$ cat config.mk
export PLATFORM = sky130hd
export DESIGN_NAME = link_attn_agg
export DESIGN_NICKNAME = d
export VERILOG_FILES = /design/src/rtl/link_attn_pkg.sv /design/src/rtl/link_attn_ctr.sv /design/src/rtl/link_attn_sts.sv /design/src/rtl/link_attn_agg.sv
export SDC_FILE = /design/constraint.sdc
export NUM_CORES = 1
export LEC_CHECK = 0
export ABC_CLOCK_PERIOD_IN_PS = 3700
export BUFFER_PORTS_ARGS = -buffer_cell sky130_fd_sc_hd__buf_2
export CORE_ASPECT_RATIO = 1.2
export CORE_MARGIN = 1
export CORE_UTILIZATION = 40
export DETAILED_ROUTE_END_ITERATION = 16
export PLACE_DENSITY = 0.56
export SKIP_LAST_GASP = 1
export SYNTH_ARGS = -nofsm -noshare
export SYNTH_HDL_FRONTEND = slang
export SYNTH_SLANG_ARGS = --single-unit
export TNS_END_PERCENT = 100
$ cat constraint.sdc
create_clock -name clk -period 3.7 [get_ports clk]
set_clock_uncertainty 0.05 [all_clocks]
set_input_delay 0.555 -clock clk [delete_from_list [all_inputs] [get_ports clk]]
set_output_delay 0.555 -clock clk [all_outputs]
set_load 0.02 [all_outputs]
$ cat src/rtl/link_attn_pkg.sv
package link_attn_pkg;
    localparam int CNT_N  = 4;
    localparam int STS_N  = 5;
    localparam int IND_W  = CNT_N + 1;
    localparam int A_IND  = 0;
    localparam int A_MASK = 1;
    localparam int A_STS  = 2;
    localparam int A_CNT0 = 3;
    localparam int A_THR0 = A_CNT0 + CNT_N;
endpackage

$ cat src/rtl/link_attn_ctr.sv
module link_attn_ctr #(
    parameter int W = 16
) (
    input  logic         clk,
    input  logic         rst_n,
    input  logic         evt,
    input  logic         rd_clr,
    input  logic         thr_wr,
    input  logic [W-1:0] thr_wdata,
    output logic [W-1:0] cnt,
    output logic [W-1:0] thr,
    output logic         flag
);
    typedef struct packed {
        logic [W-1:0] cnt;
        logic [W-1:0] thr;
        logic         flag;
    } ctr_t;

    ctr_t st_d, st_q;

    always_comb begin
        st_d = st_q;
        if (rd_clr) begin
            st_d.cnt = {{(W-1){1'b0}}, evt};
        end else if (evt && (st_q.cnt != {W{1'b1}})) begin
            st_d.cnt = st_q.cnt + 1'b1;
        end
        st_d.flag = rd_clr ? 1'b0 : (st_q.flag | (st_q.cnt >= st_q.thr));
        if (thr_wr) begin
            st_d.thr = thr_wdata;
        end
    end

    always_ff @(posedge clk or negedge rst_n) begin
        if (!rst_n) begin
            st_q.cnt  <= '0;
            st_q.thr  <= '1;
            st_q.flag <= 1'b0;
        end else begin
            st_q <= st_d;
        end
    end

    assign cnt  = st_q.cnt;
    assign thr  = st_q.thr;
    assign flag = st_q.flag;

    // a saturated counter stays at its maximum until read
    a_r2_sat_hold: assert property (@(posedge clk) disable iff (!rst_n)
        (cnt == {W{1'b1}} && !rd_clr) |=> (cnt == {W{1'b1}}));
    // indicator is sticky while no read occurs
    a_r3_flag_sticky: assert property (@(posedge clk) disable iff (!rst_n)
        (flag && !rd_clr) |=> flag);
    // a counter read leaves the indicator clear
    a_r4_rd_clears_flag: assert property (@(posedge clk) disable iff (!rst_n)
        rd_clr |=> !flag);
endmodule

$ cat src/rtl/link_attn_sts.sv
module link_attn_sts #(
    parameter int N = 5
) (
    input  logic         clk,
    input  logic         rst_n,
    input  logic [N-1:0] evt,
    input  logic         rd_clr,
    output logic [N-1:0] flags
);
    typedef struct packed {
        logic [N-1:0] flags;
    } sts_t;

    sts_t st_d, st_q;

    always_comb begin
        st_d       = st_q;
        st_d.flags = (rd_clr ? '0 : st_q.flags) | evt;
    end

    always_ff @(posedge clk or negedge rst_n) begin
        if (!rst_n) begin
            st_q.flags <= '0;
        end else begin
            st_q <= st_d;
        end
    end

    assign flags = st_q.flags;

    // every pulse is latched, even in a read cycle
    a_r6_evt_latched: assert property (@(posedge clk) disable iff (!rst_n)
        (|evt) |=> ((flags & $past(evt)) == $past(evt)));
endmodule

$ cat src/rtl/link_attn_agg.sv
module link_attn_agg
    import link_attn_pkg::*;
#(
    parameter int CNT_W  = 16,
    parameter int MASK_W = 8,
    parameter int ADDR_W = 4,
    parameter int DATA_W = 32
) (
    input  logic              clk,
    input  logic              rst_n,
    input  logic              bus_wr,
    input  logic              bus_rd,
    input  logic [ADDR_W-1:0] bus_addr,
    input  logic [CNT_W-1:0]  bus_wdata,
    output logic [DATA_W-1:0] bus_rdata,
    input  logic [CNT_N-1:0]  cnt_evt,
    input  logic [STS_N-1:0]  sts_evt,
    output logic              attn
);
    typedef struct packed {
        logic [MASK_W-1:0] mask;
        logic              attn;
    } top_t;

    top_t st_d, st_q;

    logic [CNT_W-1:0] cnt_v [CNT_N];
    logic [CNT_W-1:0] thr_v [CNT_N];
    logic [CNT_N-1:0] flag_v;
    logic [STS_N-1:0] sts_v;
    logic [IND_W-1:0] ind;
    logic             sts_rd;

    assign sts_rd = bus_rd && (bus_addr == ADDR_W'(A_STS));

    for (genvar i = 0; i < CNT_N; i++) begin : g_ctr
        logic rd_hit, wr_hit;
        assign rd_hit = bus_rd && (bus_addr == ADDR_W'(A_CNT0 + i));
        assign wr_hit = bus_wr && (bus_addr == ADDR_W'(A_THR0 + i));
        link_attn_ctr #(.W(CNT_W)) u_ctr (
            .clk       (clk),
            .rst_n     (rst_n),
            .evt       (cnt_evt[i]),
            .rd_clr    (rd_hit),
            .thr_wr    (wr_hit),
            .thr_wdata (bus_wdata),
            .cnt       (cnt_v[i]),
            .thr       (thr_v[i]),
            .flag      (flag_v[i])
        );
    end

    link_attn_sts #(.N(STS_N)) u_sts (
        .clk    (clk),
        .rst_n  (rst_n),
        .evt    (sts_evt),
        .rd_clr (sts_rd),
        .flags  (sts_v)
    );

    assign ind = {|sts_v, flag_v};

    always_comb begin
        st_d = st_q;
        if (bus_wr && (bus_addr == ADDR_W'(A_MASK))) begin
            st_d.mask = bus_wdata[MASK_W-1:0];
        end
        st_d.attn = |(ind & st_q.mask[IND_W-1:0]);
    end

    always_ff @(posedge clk or negedge rst_n) begin
        if (!rst_n) begin
            st_q <= '0;
        end else begin
            st_q <= st_d;
        end
    end

    always_comb begin
        bus_rdata = '0;
        if (bus_addr == ADDR_W'(A_IND))  bus_rdata = DATA_W'(ind);
        if (bus_addr == ADDR_W'(A_MASK)) bus_rdata = DATA_W'(st_q.mask);
        if (bus_addr == ADDR_W'(A_STS))  bus_rdata = DATA_W'(sts_v);
        for (int i = 0; i < CNT_N; i++) begin
            if (bus_addr == ADDR_W'(A_CNT0 + i)) bus_rdata = DATA_W'(cnt_v[i]);
            if (bus_addr == ADDR_W'(A_THR0 + i)) bus_rdata = DATA_W'(thr_v[i]);
        end
    end

    assign attn = st_q.attn;

    // a mask write lands as written in the next cycle
    a_r7_mask_write: assert property (@(posedge clk) disable iff (!rst_n)
        (bus_wr && bus_addr == ADDR_W'(A_MASK)) |=> (st_q.mask == $past(bus_wdata[MASK_W-1:0])));
    // with the live mask bits all clear, attention is low next cycle
    a_r8_attn_zero_mask: assert property (@(posedge clk) disable iff (!rst_n)
        (st_q.mask[IND_W-1:0] == '0) |=> !attn);
    // status aggregate bit follows the latched flags
    a_r6_ind_agg: assert property (@(posedge clk) disable iff (!rst_n)
        (sts_v == '0) |-> !ind[IND_W-1]);
endmodule

==> results of run 1 <==
## cells by family (layout without fill, tap and decap cells)
family / count (synthesis) / after routing / share of synthesized area [%]
xor+xnor: 38 / 38 / 3.47
fa+ha+maj: 68 / 68 / 8.88
compound gates: 231 / 231 / 16.5
flops: 146 / 146 / 39.0
mux: 93 / 93 / 11.3
other cells: 1 / 16 / 0.0391
buf+inv: 134 / 177 / 6.11
simple gates: 275 / 275 / 14.7
## metrics by stage
| step | hold WS, ns | instance area [um2] |
|---|---|---|
| 5_1_grt | 0.152 | 10700 |
| 6_report | 0.101 | 10700 |
| 2_1_floorplan | 0.209 | 9640 |
| 3_3_place_gp | 0.438 | 10100 |
| 4_1_cts | 0.134 | 10700 |
| 3_5_place_dp | 0.443 | 10100 |
## flip-flops by register name, summed over array words and instances (netlist names)
signal	count
g_ctr.u_ctr.thr	64
u_sts.flags	5
attn	1
st_q	8
g_ctr.u_ctr.cnt	64
g_ctr.u_ctr.flag	4
## worst paths after layout
check / from / end / slack (ns) / cells past startpoint
worst min register to register: st_q[8] / st_q[8] / 0.46 / 1
worst max-delay path: bus_addr[0] / bus_rdata[4] / 0.53 / 7
max in group asynchronous: rst_n / g_ctr[1].u_ctr.thr[13] / 2.59 / 2
worst max register to register: g_ctr[2].u_ctr.thr[4] / g_ctr[2].u_ctr.flag / 1.15 / 7
worst min-delay path: rst_n / g_ctr[2].u_ctr.cnt[1] / 0.10 / 1
min in group clk: sts_evt[1] / u_sts.flags[1] / 0.25 / 2
## layer usage
layer	GRT usage (%)	wire (um)	part of all wire, %
met1	30.9	12200	43
met2	38.9	13100	47
met3	5.07	1470	5.2
met4	12.4	1360	4.8
met5	0	0	0
## cell type report
cell class / instances / share of cell area (%)
sequential: 146 / 34.7
clock buffer: 21 / 4.29
timing repair buffer: 65 / 3.57
clock inverter: 11 / 1.43
multi-input combinational: 721 / 49.5
inverter: 80 / 2.79
tap: 315 / 3.67
## critical path, stage by stage
cell	delay (ns)
buf_2	0.44
nor2b_1	0.43
a22oi_1	0.15
o32ai_1	0.28
nor3_1	0.10
o31ai_1	0.36
buf_2	0.24
## Yosys cell counts, types with 22 or more instances
library cell,count,area [um2]
inv_1,80,300
nand2_1,55,206
o21ai_0,51,255
ha_1,68,851
mux2_2,80,901
xnor2_1,23,201
a21oi_1,43,215
a21o_1,22,165
nor3_1,23,115
nor2_1,76,285
nand3_1,27,135
dfstp_2,64,1680
dfrtp_1,82,2050
## where the power goes
part	leakage [nW]	internal [mW]	switching (mW)
registers	1.74	2.02	0.428
clock network	0.294	1.10	0.728
logic	2.80	0.601	0.696
==> impl_metrics.env, run 1 <==
export IMPL_ys_seq_area_share_pct=39.0
export IMPL_numPortBuffers=49
export IMPL_peakVddDrop_mv=0.279
export IMPL_start_util_pct=41.0
export IMPL_die_area_um2=24600
export IMPL_ys_async_sr_fraction_pct=100
export IMPL_fin_util_pct=46.0
export IMPL_ys_warn_count=0
export IMPL_cts_resized_gates=0
export IMPL_max_cap_violations=0
export IMPL_final_cell_mix="82 x dfrtp_1, 80 x inv_1, 80 x mux2_2"
export IMPL_rsz0062_at_grt="no"
export IMPL_slew_limit_headroom_pct=40.8
export IMPL_status="finished, final reports clean"
export IMPL_drc=0
export IMPL_cts_tree="done"
export IMPL_multiInputGateArea_um2=5320
export IMPL_cts_buffers=17
export IMPL_antenna_left=0
export IMPL_area_growth_syn_to_layout_pct=12.1
export IMPL_finalCritPeriodShare_pct=85.6
export IMPL_regArea_um2=3730
export IMPL_antenna_found_initial=0
export IMPL_htreeDepth=4
export IMPL_wire_per_inst_um=20.7
export IMPL_overflow=0
export IMPL_ioPinCount=66
export IMPL_cts_hold_buffers_added=0
export IMPL_pre_cts_ws_ns=0.595
export IMPL_grt_pass1_wl_mm=43.8
export IMPL_placementRows=61
export IMPL_synth_seq_cells=146
export IMPL_hold_violations=0
export IMPL_cts_sinks=146
export IMPL_syn_area_per_cell_um2=9.72
export IMPL_tightest_slew_ns=0.886
export IMPL_crit_fanout=26
export IMPL_drt_pass1_iterations=5
export IMPL_tns_ns=0
export IMPL_instances_no_fill=1359
export IMPL_finalSetupViolCount=0
export IMPL_p_per_area_nw_per_um2=519
export IMPL_grt_pass1_vias=7553
export IMPL_dp_hpwl_mm=21.6
export IMPL_final_common_cell="dfrtp_1"
export IMPL_fp_coreArea_um2=23400
export IMPL_clk_pin_slew_worst_paths_ns=0.06
export IMPL_slew_violations=0
export IMPL_synth_cells=986
export IMPL_clock_root_buffer="clkbuf_16"
export IMPL_endpoint_kind="primary output"
export IMPL_ys_types=69
export IMPL_wl_mm=28.1
export IMPL_drt_iter0_markers=688
export IMPL_crit_arrival_ns=2.56
export IMPL_cp_required_ns=3.09
export IMPL_diodes=0
export IMPL_clock_path_buffers=2
export IMPL_dp_cells=1327
export IMPL_place_congestion=0.955
export IMPL_synth_top_flop_cell="dfrtp_1"
export IMPL_die_w_um=143
export IMPL_grt_start_max_net_pins=75
export IMPL_syn_area_um2=9580
export IMPL_max_freq_ghz=0.316
export IMPL_p_total_mw=5.58
export IMPL_p_leak_nw=4.83
export IMPL_num_fill_cells=2266
export IMPL_final_layout_size_suffix_gt1_share_pct=24.9
export IMPL_die_h_um=172
export IMPL_grt_total_usage_pct=24.3
export IMPL_synth_edf_count=0
export IMPL_via_per_inst=5.71
export IMPL_period_minus_slack_ns=3.17
export IMPL_post_cts_setup_buffers=0
export IMPL_clk_latency_ns=0.43
export IMPL_setup_ws_ns=0.533
export IMPL_crit_type="input port to primary output"
export IMPL_holdCritPathClass="input port to async pin"
export IMPL_vias=7766
export IMPL_critPathLaunchType="input port"
export IMPL_nets=1132
Power figures use the tool's default switching activity.
==> inputs of run 2 (changes only) <==
--- a/config.mk
+++ b/config.mk
@@ -5,13 +5,15 @@
 export SDC_FILE = /design/constraint.sdc
 export NUM_CORES = 1
 export LEC_CHECK = 0
-export ABC_CLOCK_PERIOD_IN_PS = 3700
+export ABC_CLOCK_PERIOD_IN_PS = 3200
 export BUFFER_PORTS_ARGS = -buffer_cell sky130_fd_sc_hd__buf_2
+export CELL_PAD_IN_SITES_DETAIL_PLACEMENT = 1
+export CELL_PAD_IN_SITES_GLOBAL_PLACEMENT = 2
 export CORE_ASPECT_RATIO = 1.2
 export CORE_MARGIN = 1
 export CORE_UTILIZATION = 40
 export DETAILED_ROUTE_END_ITERATION = 16
-export PLACE_DENSITY = 0.56
+export PLACE_DENSITY = 0.8
 export SKIP_LAST_GASP = 1
 export SYNTH_ARGS = -nofsm -noshare
 export SYNTH_HDL_FRONTEND = slang
==> constraint.sdc (replaced) <==
create_clock -name clk -period 3.2 [get_ports clk]
set_clock_uncertainty 0.05 [all_clocks]
set_input_delay 0.48 -clock clk [delete_from_list [all_inputs] [get_ports clk]]
set_output_delay 0.48 -clock clk [all_outputs]
set_load 0.02 [all_outputs]
==> run 2 against run 1 <==
Against the previous run:
- the run now ends with negative hold slack left
- sequential power rose by 17%
- core utilization rose by 0.43 points
- die area did not move
- critical path depth rose by 1
- critical path type unchanged
- critical endpoint is now bus_rdata[7]
- largest cell class unchanged
==> impl_metrics.env, run 2 (same netlist as run 1, synthesis figures left out) <==
export IMPL_status="complete, but fails checks"
export IMPL_violations="negative hold slack"
export IMPL_cts_buffers=17
export IMPL_finalCritPeriodShare_pct=93.7
export IMPL_cts_tree="done"
export IMPL_grt_pass1_vias=8453
export IMPL_grt_pass1_wl_mm=50.2
export IMPL_p_per_area_nw_per_um2=596
export IMPL_crit_arrival_ns=2.47
export IMPL_htreeDepth=4
export IMPL_numPortBuffers=49
export IMPL_p_int_mw=4.23
export IMPL_die_w_um=143
export IMPL_pre_cts_ws_ns=0.297
export IMPL_vias=7978
export IMPL_final_cell_mix="82 x dfrtp_1, 80 x inv_1, 80 x mux2_2"
export IMPL_period_minus_slack_ns=3.00
export IMPL_drc=0
export IMPL_final_common_cell="dfrtp_1"
export IMPL_critPathLaunchType="input port"
export IMPL_dp_cells=1345
export IMPL_ioPinCount=66
export IMPL_via_per_inst=5.79
export IMPL_die_h_um=172
export IMPL_dp_hpwl_mm=24.5
export IMPL_instances_no_fill=1377
export IMPL_pwr_share_clk_pct=31.0
export IMPL_drt_pass1_iterations=6
export IMPL_cts_sinks=146
export IMPL_fp_coreArea_um2=23400
export IMPL_drt_iter0_markers=478
export IMPL_whs_ns=-0.0224
export IMPL_nets=1150
export IMPL_wire_per_inst_um=23.3
export IMPL_diodes=0
export IMPL_placementRows=61
export IMPL_cp_required_ns=2.67
export IMPL_clk_latency_ns=0.44
export IMPL_clk_pin_slew_worst_paths_ns=0.06
export IMPL_hold_violations=9
export IMPL_clock_path_buffers=2
export IMPL_grt_start_max_net_pins=67
export IMPL_clock_root_buffer="clkbuf_16"
export IMPL_die_area_um2=24600
export IMPL_final_layout_size_suffix_gt1_share_pct=26.3
export IMPL_post_cts_setup_buffers=0
export IMPL_area_growth_syn_to_layout_pct=13.2
export IMPL_crit_fanout=25
export IMPL_max_freq_ghz=0.333
export IMPL_cts_hold_buffers_added=0
export IMPL_crit_type="input port to primary output"
export IMPL_top_regs="g_ctr.u_ctr.cnt (64), g_ctr.u_ctr.thr (64), st_q (8)"
export IMPL_antenna_found_initial=0
export IMPL_peakVddDrop_mv=0.396
export IMPL_place_congestion=0.968
export IMPL_slew_limit_headroom_pct=43.0
export IMPL_endpoint_kind="primary output"
export IMPL_finalSetupViolCount=0
export IMPL_slew_violations=0
export IMPL_power_switching_mw=2.23
export IMPL_setup_ws_ns=0.200
export IMPL_holdCritPathClass="input port to async pin"
export IMPL_rsz0062_at_grt="no"
export IMPL_p_leak_nw=4.89
export IMPL_start_util_pct=41.0
export IMPL_fin_area_um2=10800
export IMPL_wl_mm=32.1
export IMPL_tightest_slew_ns=0.848
export IMPL_pwr_share_seq_pct=44.2
export IMPL_switching_share_pct=34.6
export IMPL_overflow=0
export IMPL_combPwrFrac_pct=24.7
export IMPL_grt_total_usage_pct=27.9
export IMPL_antenna_left=0
export IMPL_cts_resized_gates=0
export IMPL_num_fill_cells=2706
export IMPL_max_cap_violations=0
export IMPL_place_area_um2=10300
export IMPL_tns_ns=0
run 2: worst paths after layout:
kind / cells after the start / endpoint / startpoint / slack [ns]
worst min register to register: 1 / st_q[7] / st_q[7] / 0.45
worst max register to register: 7 / g_ctr[2].u_ctr.flag / g_ctr[2].u_ctr.thr[4] / 0.65
worst max-delay path: 8 / bus_rdata[7] / bus_addr[0] / 0.20
min in group clk: 2 / u_sts.flags[3] / sts_evt[3] / 0.17
max in group asynchronous: 2 / g_ctr[3].u_ctr.thr[1] / rst_n / 2.26
worst min-delay path: 1 / g_ctr[1].u_ctr.cnt[9] / rst_n / -0.02
run 2: metrics by stage:
| step | util (%) | power, mW |
|---|---|---|
| 5_1_grt | 46.4 | 6.84 |
| 3_3_place_gp | 44.0 | 4.41 |
| 6_report | 46.4 | 6.46 |
| 4_1_cts | 46.4 | 6.52 |
| 2_1_floorplan | - | 3.76 |
| 3_5_place_dp | 44.0 | 4.48 |
run 2: layout make-up:
cell class	count	area, um2	area share, %
flip-flops and latches	146	3730	34.4
repair buffers	83	519	4.79
clock inverters	13	138	1.27
clock buffers	19	443	4.08
multi-input cells	721	5320	49.0
inverters	80	300	2.77
well taps	315	394	3.63
run 2: power groups by stage:
stage | Clock (mW) | Combinational (mW) | Sequential [mW]
6_report | 2.00 | 1.60 | 2.86
2_1_floorplan | 0 | 1.12 | 2.64
5_1_grt | 2.12 | 1.82 | 2.90
4_1_cts | 2.06 | 1.60 | 2.86
3_5_place_dp | 0 | 1.59 | 2.88
3_3_place_gp | 0 | 1.53 | 2.88
run 2: critical path, cell delays in order:
cell and delay [ns]:
buf_2 0.46, buf_4 0.25, nand2b_1 0.22, buf_4 0.21, a21oi_1 0.10, a21o_1 0.18, o21ai_0 0.30, buf_2 0.24
run 2: layer usage:
| metal | routed length (um) | GRT usage (%) | up-vias |
|---|---|---|---|
| li1 | - | - | 3705 |
| met1 | 13300 | 33.1 | 4023 |
| met2 | 16100 | 48.4 | 185 |
| met3 | 1450 | 5.43 | 65 |
| met4 | 1290 | 13.4 | 0 |
| met5 | 0 | 0 | - |
